**src/rtl/icp_pkg.sv**
```systemverilog
package icp_pkg;
  typedef enum logic [2:0] {
    OP_IDLE,
    OP_ACCEPT,
    OP_EOI,
    OP_CPPR,
    OP_IPI,
    OP_PRESENT
  } icp_op_e;
endpackage

```
**src/rtl/icp_op_sel.sv**
```systemverilog
module icp_op_sel
  import icp_pkg::*;
(
  input  logic    acc_req,
  input  logic    eoi_we,
  input  logic    cppr_we,
  input  logic    ipi_we,
  input  logic    pres_valid,
  output icp_op_e op,
  output logic    pres_ready
);
  always_comb begin
    pres_ready = !(acc_req || eoi_we || cppr_we || ipi_we);
    if (acc_req)         op = OP_ACCEPT;
    else if (eoi_we)     op = OP_EOI;
    else if (cppr_we)    op = OP_CPPR;
    else if (ipi_we)     op = OP_IPI;
    else if (pres_valid) op = OP_PRESENT;
    else                 op = OP_IDLE;
  end
endmodule

```
**src/rtl/icp_prio_gate.sv**
```systemverilog
module icp_prio_gate #(
  parameter int unsigned PRIO_W = 8
) (
  input  logic [PRIO_W-1:0] cand_prio,
  input  logic [PRIO_W-1:0] cur_prio,
  input  logic              held,
  input  logic [PRIO_W-1:0] held_prio,
  output logic              pass
);
  // candidate must beat the processor priority and strictly beat any held one
  assign pass = (cand_prio < cur_prio) && !(held && (held_prio <= cand_prio));
endmodule

```
**src/rtl/icp_presenter.sv**
```systemverilog
module icp_presenter
  import icp_pkg::*;
#(
  parameter int unsigned PRIO_W  = 8,
  parameter int unsigned SRC_W   = 24,
  parameter int unsigned TAG_W   = 4,
  parameter int unsigned IPI_SRC = 2
) (
  input  logic                    clk,
  input  logic                    rst_n,
  input  logic                    pres_valid,
  output logic                    pres_ready,
  input  logic [SRC_W-1:0]        pres_src,
  input  logic [PRIO_W-1:0]       pres_prio,
  input  logic [TAG_W-1:0]        pres_tag,
  output logic                    rej_valid,
  output logic [SRC_W-1:0]        rej_src,
  output logic [TAG_W-1:0]        rej_tag,
  output logic                    resend_req,
  output logic                    eoi_fwd_valid,
  output logic [SRC_W-1:0]        eoi_fwd_src,
  input  logic                    acc_req,
  input  logic                    cppr_we,
  input  logic [PRIO_W-1:0]       cppr_wdata,
  input  logic                    ipi_we,
  input  logic [PRIO_W-1:0]       ipi_wdata,
  input  logic                    eoi_we,
  input  logic [PRIO_W+SRC_W-1:0] eoi_wdata,
  output logic [PRIO_W+SRC_W-1:0] pend_word,
  output logic [PRIO_W-1:0]       ipi_prio,
  output logic                    irq_o
);
  localparam int unsigned WORD_W = PRIO_W + SRC_W;
  localparam logic [PRIO_W-1:0] PRIO_LEAST = '1;
  localparam logic [SRC_W-1:0]  IPI_ID = SRC_W'(IPI_SRC);

  icp_op_e op;

  logic [PRIO_W-1:0] cppr_q, pp_q, mfrr_q;
  logic [SRC_W-1:0]  xisr_q;
  logic              own_v_q, irq_q;
  logic [TAG_W-1:0]  own_tag_q;
  logic              rej_v_q, resend_q, eoi_v_q;
  logic [SRC_W-1:0]  rej_src_q, eoi_src_q;
  logic [TAG_W-1:0]  rej_tag_q;

  logic [PRIO_W-1:0] n_cppr, n_pp, n_mfrr;
  logic [SRC_W-1:0]  n_xisr;
  logic              n_own_v, n_irq;
  logic [TAG_W-1:0]  n_own_tag;
  logic              n_rej_v, n_resend, n_eoi_v;
  logic [SRC_W-1:0]  n_rej_src, n_eoi_src;
  logic [TAG_W-1:0]  n_rej_tag;

  logic              held;
  logic [PRIO_W-1:0] gate_cur, gate_ipi;
  logic              ipi_fire, pres_pass;

  assign held = (xisr_q != '0);

  icp_op_sel u_sel (
    .acc_req   (acc_req),
    .eoi_we    (eoi_we),
    .cppr_we   (cppr_we),
    .ipi_we    (ipi_we),
    .pres_valid(pres_valid),
    .op        (op),
    .pres_ready(pres_ready)
  );

  // the IPI check sees the priority the current operation is about to install
  always_comb begin
    case (op)
      OP_EOI:  gate_cur = eoi_wdata[WORD_W-1 -: PRIO_W];
      OP_CPPR: gate_cur = cppr_wdata;
      default: gate_cur = cppr_q;
    endcase
    gate_ipi = (op == OP_IPI) ? ipi_wdata : mfrr_q;
  end

  icp_prio_gate #(.PRIO_W(PRIO_W)) u_ipi_gate (
    .cand_prio(gate_ipi),
    .cur_prio (gate_cur),
    .held     (held),
    .held_prio(pp_q),
    .pass     (ipi_fire)
  );

  icp_prio_gate #(.PRIO_W(PRIO_W)) u_pres_gate (
    .cand_prio(pres_prio),
    .cur_prio (cppr_q),
    .held     (held),
    .held_prio(pp_q),
    .pass     (pres_pass)
  );

  always_comb begin
    n_cppr    = cppr_q;
    n_pp      = pp_q;
    n_mfrr    = mfrr_q;
    n_xisr    = xisr_q;
    n_own_v   = own_v_q;
    n_own_tag = own_tag_q;
    n_irq     = irq_q;
    n_rej_v   = 1'b0;
    n_rej_src = rej_src_q;
    n_rej_tag = rej_tag_q;
    n_resend  = 1'b0;
    n_eoi_v   = 1'b0;
    n_eoi_src = eoi_src_q;
    case (op)
      OP_ACCEPT: begin
        n_cppr  = pp_q;
        n_xisr  = '0;
        n_pp    = PRIO_LEAST;
        n_own_v = 1'b0;
        n_irq   = 1'b0;
      end
      OP_EOI: begin
        n_cppr    = eoi_wdata[WORD_W-1 -: PRIO_W];
        n_eoi_v   = 1'b1;
        n_eoi_src = eoi_wdata[SRC_W-1:0];
        if (!held) begin
          n_resend = 1'b1;
          if (ipi_fire) begin
            n_xisr  = IPI_ID;
            n_pp    = mfrr_q;
            n_own_v = 1'b0;
            n_irq   = 1'b1;
          end
        end
      end
      OP_CPPR: begin
        n_cppr = cppr_wdata;
        if (cppr_wdata < cppr_q) begin
          if (held && (cppr_wdata <= pp_q)) begin
            n_xisr  = '0;
            n_pp    = PRIO_LEAST;
            n_own_v = 1'b0;
            n_irq   = 1'b0;
            if (own_v_q) begin
              n_rej_v   = 1'b1;
              n_rej_src = xisr_q;
              n_rej_tag = own_tag_q;
            end
          end
        end else if (!held) begin
          n_resend = 1'b1;
          if (ipi_fire) begin
            n_xisr  = IPI_ID;
            n_pp    = mfrr_q;
            n_own_v = 1'b0;
            n_irq   = 1'b1;
          end
        end
      end
      OP_IPI: begin
        n_mfrr = ipi_wdata;
        if (ipi_fire) begin
          if (held && own_v_q) begin
            n_rej_v   = 1'b1;
            n_rej_src = xisr_q;
            n_rej_tag = own_tag_q;
          end
          n_xisr  = IPI_ID;
          n_pp    = ipi_wdata;
          n_own_v = 1'b0;
          n_irq   = 1'b1;
        end
      end
      OP_PRESENT: begin
        if (pres_pass && (pres_src != '0)) begin
          if (held && own_v_q) begin
            n_rej_v   = 1'b1;
            n_rej_src = xisr_q;
            n_rej_tag = own_tag_q;
          end
          n_xisr    = pres_src;
          n_pp      = pres_prio;
          n_own_v   = 1'b1;
          n_own_tag = pres_tag;
          n_irq     = 1'b1;
        end else begin
          n_rej_v   = 1'b1;
          n_rej_src = pres_src;
          n_rej_tag = pres_tag;
        end
      end
      default: ;
    endcase
  end

  always_ff @(posedge clk) begin
    if (!rst_n) begin
      cppr_q    <= '0;
      xisr_q    <= '0;
      pp_q      <= PRIO_LEAST;
      mfrr_q    <= PRIO_LEAST;
      own_v_q   <= 1'b0;
      own_tag_q <= '0;
      irq_q     <= 1'b0;
      rej_v_q   <= 1'b0;
      rej_src_q <= '0;
      rej_tag_q <= '0;
      resend_q  <= 1'b0;
      eoi_v_q   <= 1'b0;
      eoi_src_q <= '0;
    end else begin
      cppr_q    <= n_cppr;
      xisr_q    <= n_xisr;
      pp_q      <= n_pp;
      mfrr_q    <= n_mfrr;
      own_v_q   <= n_own_v;
      own_tag_q <= n_own_tag;
      irq_q     <= n_irq;
      rej_v_q   <= n_rej_v;
      rej_src_q <= n_rej_src;
      rej_tag_q <= n_rej_tag;
      resend_q  <= n_resend;
      eoi_v_q   <= n_eoi_v;
      eoi_src_q <= n_eoi_src;
    end
  end

  assign pend_word     = {cppr_q, xisr_q};
  assign ipi_prio      = mfrr_q;
  assign irq_o         = irq_q;
  assign rej_valid     = rej_v_q;
  assign rej_src       = rej_src_q;
  assign rej_tag       = rej_tag_q;
  assign resend_req    = resend_q;
  assign eoi_fwd_valid = eoi_v_q;
  assign eoi_fwd_src   = eoi_src_q;
endmodule

```
**config.mk**
```make
export PLATFORM = sky130hd
export DESIGN_NAME = icp_presenter
export DESIGN_NICKNAME = d
export VERILOG_FILES = /design/src/rtl/icp_pkg.sv /design/src/rtl/icp_op_sel.sv /design/src/rtl/icp_prio_gate.sv /design/src/rtl/icp_presenter.sv
export SDC_FILE = /design/constraint.sdc
export NUM_CORES = 1
export LEC_CHECK = 0
export BUFFER_PORTS_ARGS = -buffer_cell sky130_fd_sc_hd__buf_4
export CORE_MARGIN = 1
export CORE_UTILIZATION = 50
export CTS_BUF_LIST = sky130_fd_sc_hd__clkbuf_8
export CTS_CLUSTER_DIAMETER = 30
export DETAILED_ROUTE_END_ITERATION = 6
export GPL_ROUTABILITY_DRIVEN = 0
export PLACE_DENSITY = 0.79
export SYNTH_ARGS = -nofsm -noshare
export SYNTH_HDL_FRONTEND = slang
export SYNTH_SLANG_ARGS = --single-unit
```
**constraint.sdc**
```tcl
create_clock -name clk -period 7.1 [get_ports clk]
set_input_delay 0.355 -clock clk [delete_from_list [all_inputs] [get_ports clk]]
set_output_delay 0.355 -clock clk [all_outputs]
set_load 0.05 [all_outputs]
```
==> flow_summary.json <==
{
  "syn_nets": 763,
  "drv_cap": 0,
  "syn_to_final_growth_pct": 28.5,
  "synth_top_area_frac": 0.380,
  "crit_fanout": 29,
  "dieWidth_um": 109,
  "async_flop_share": 0,
  "max_freq_mhz": 224,
  "ctsHoldBuffers": 0,
  "synth_area_leaders": "dfxtp_1, ha_1, nand2_1",
  "ys_ff_latch": 109,
  "worst_clock_skew_ns": 0.0170,
  "totalWireLength_mm": 18.4,
  "h-tree-depth": 3,
  "synth_top_family_by_area": "compound AO/OA/AOI/OAI gates",
  "yosysTopAreaCell": "dfxtp_1",
  "p_per_area_nw_per_um2": 193,
  "coreArea_um2": 11000,
  "netlist_area_um2": 5740,
  "drtIter0Drc": 548,
  "start_util": 0.520,
  "hold_class": "in -> reg",
  "grt_use_total": 0.308,
  "cts_tree": "done",
  "synth_ff_type": "dfxtp_1",
  "grt_pass1_vias": 5623,
  "status": "finished, violations left",
  "finalSetupTns_ns": 0,
  "p_leak_nw": 3.14,
  "start_kind": "primary input",
  "root_buffer": "clkbuf_8",
  "max_slew.worst_pin.slew_ns": 1.27,
  "post-route-min-period_ns": 4.47,
  "rows": 38,
  "syn_inst": 629,
  "cp-end-kind": "flop",
  "slew_headroom": 0.148,
  "io_buffers": 187,
  "synth.avg_cell_area_um2": 9.12,
  "hold_violations": 0,
  "violations": "DRC",
  "drt-pass1-iter-count": 7,
  "wl_per_cell_um": 19.6,
  "p_sw_frac": 0.343,
  "grt_first_pass_wirelength_mm": 28.4,
  "clock_power_share": 0.260,
  "synth_adder_area_share": 0.0957,
  "vias_per_cell": 6.36,
  "crit_chain": "buf_4 -> nor4b_4 -> mux2i_1 -> inv_1 -> ha_1 -> a21o_1 -> a21oi_1 -> nor2_1 -> a2111o_1 -> o31ai_2 -> o21a_1 -> nand2_1 -> o2bb2ai_1",
  "cpLargestDelayFamily": "simple AND/OR/NAND/NOR gates",
  "synth_cell_types": 56,
  "yosys_warnings": 0,
  "ir_drop_mv": 0.125,
  "p_int_uw": 934,
  "path_class": "in -> reg",
  "drive_above_1_share": 0.273,
  "dieArea_um2": 11900,
  "numCtsBuffers": 9,
  "synth-xor-area-share": 0,
  "synth_compound_area_frac": 0.311,
  "antenna_found_initial": 0,
  "seqPwrFrac": 0.466,
  "vias": 5972,
  "pwr-share-comb": 0.274,
  "fin_util": 0.669,
  "synth_edf_count": 0,
  "fin_area_um2": 7370,
  "post-route-period-util": 0.630,
  "muxShareOfSynthArea": 0.0209,
  "grt_setup_unrepaired": "false",
  "max_stage_delay_ns": 1.03,
  "setup_viol": 0,
  "cts_setup_buffers": 0,
  "cp.required_ns": 7.39,
  "cpMaxStageDelayCell": "nor4b_4",
  "drc": 1,
  "grt_overflow_total": 0,
  "cts-resized-gates": 0,
  "final_antenna_net_count": 0,
  "ios": 188,
  "die-height_um": 109,
  "yosysSeqAreaShare": 0.380,
  "place_area_um2": 7180,
  "worstSkewPairLatency_ns": 0.38,
  "maxSlewViolCount": 0,
  "clkTransAtPathRegs_ns": 0.10,
  "total_power_mw": 1.42,
  "dp_hpwl_mm": 13.5,
  "clock_path_buffers": 2,
  "grt_max_degree": 63,
  "cts.sinks": 109,
  "netSwitchingPower_uw": 488,
  "n_antenna_cell": 0,
  "nNetsFinal": 928,
  "crit_buf_inv": 2,
  "cp_data_arrival_time_ns": 4.76,
  "yosys.area_share.simple": 0.140
}
[cells in the final DEF (no fill, tap or decap), drive strengths merged, types with 4 or more instances in the layout]
master	count
a222oi	22
nand3	6
nor2	34
o21a	4
o2bb2ai	28
a21oi	21
o211ai	5
a22oi	16
clkbuf	11
ha	43
o21ai	17
a221o	4
nor3	4
a211oi	4
and2	4
mux2i	12
nand2	76
a221oi	12
o221ai	11
nor4	15
nand4	7
o22ai	6
buf	190
a21boi	34
a22o	24
nor2b	9
dfxtp	109
inv	38
[flip-flops by register name, summed over array words and instances (netlist names)]
signal         cells
own_v_q            1
cppr_q             8
rej_tag            4
rej_src           24
eoi_fwd_src       24
eoi_fwd_valid      1
xisr_q            24
irq_o              1
ipi_prio           8
own_tag_q          4
resend_req         1
rej_valid          1
pp_q               8
[through the flow]
stage | setup slack [ns] | hold slack, ns | std cells
after global placement | 2.58 | 0.452 | 923
after global routing | 2.41 | 0.200 | 939
after floorplan | 3.35 | 0.483 | 629
after detailed placement | 2.33 | 0.458 | 923
final | 2.63 | 0.213 | 939
after CTS | 2.75 | 0.198 | 939
[synth_stat cells (all sizes together), types with 4 or more instances]
cell type and count:
dfxtp 109, nand2 76, ha 43, inv 36
a21boi 34, nor2 34, o2bb2ai 28, a22o 24
clkbuf 23, a222oi 22, a21oi 21, o21ai 17
a22oi 16, nor4 15, buf 13, a221oi 12
mux2i 12, o221ai 11, nor2b 9, nand4 7
nand3 6, o22ai 6, o211ai 5, a211oi 4
a221o 4, and2 4, nor3 4, o21a 4
[logic make-up after synthesis]
kind of cell / Yosys count
AO/OA/AOI/OAI: 225
adder cells (fa/ha/maj): 44
buffers and inverters: 72
flip-flops: 109
multiplexers: 12
AND/OR/NAND/NOR: 167
[power groups by stage]
stage / Clock (mW) / Combinational, mW / Sequential (mW)
3_5_place_dp: 0 / 0.380 / 0.675
2_1_floorplan: 0 / 0.192 / 0.723
3_3_place_gp: 0 / 0.369 / 0.675
6_report: 0.369 / 0.390 / 0.663
4_1_cts: 0.374 / 0.381 / 0.661
5_1_grt: 0.397 / 0.418 / 0.665
[worst paths after layout]
kind	to	start	slack, ns	cells past startpoint
min reg2reg	eoi_fwd_src[17]$_SDFFE_PN0P_	eoi_fwd_src[17]$_SDFFE_PN0P_	0.47	2
min	xisr_q[17]$_SDFFE_PN0P_	pres_src[17]	0.21	2
max reg2reg	rej_src[22]$_SDFFE_PN0P_	ipi_prio[6]$_SDFF_PN1_	3.62	10
max	rej_src[22]$_SDFFE_PN0P_	eoi_we	2.63	13
[routing by layer]
metal / track usage / vias up / routed length [um]
li1: - / 2730 / -
met1: 0.388 / 2833 / 7270
met2: 0.487 / 349 / 8510
met3: 0.0831 / 60 / 2000
met4: 0.145 / 0 / 607
met5: 0 / - / 0
[final cells by class]
cell class                      instances  area, um^2
Clock buffer                           11         151
Tap cell                              140         175
Timing Repair Buffer                  190        1430
Sequential cell                       109        2180
Clock inverter                          5        42.5
Multi-Input combinational cell        448        3260
Fill cell                             918        3660
Inverter                               36         135
(Power assumes the default switching activity.)
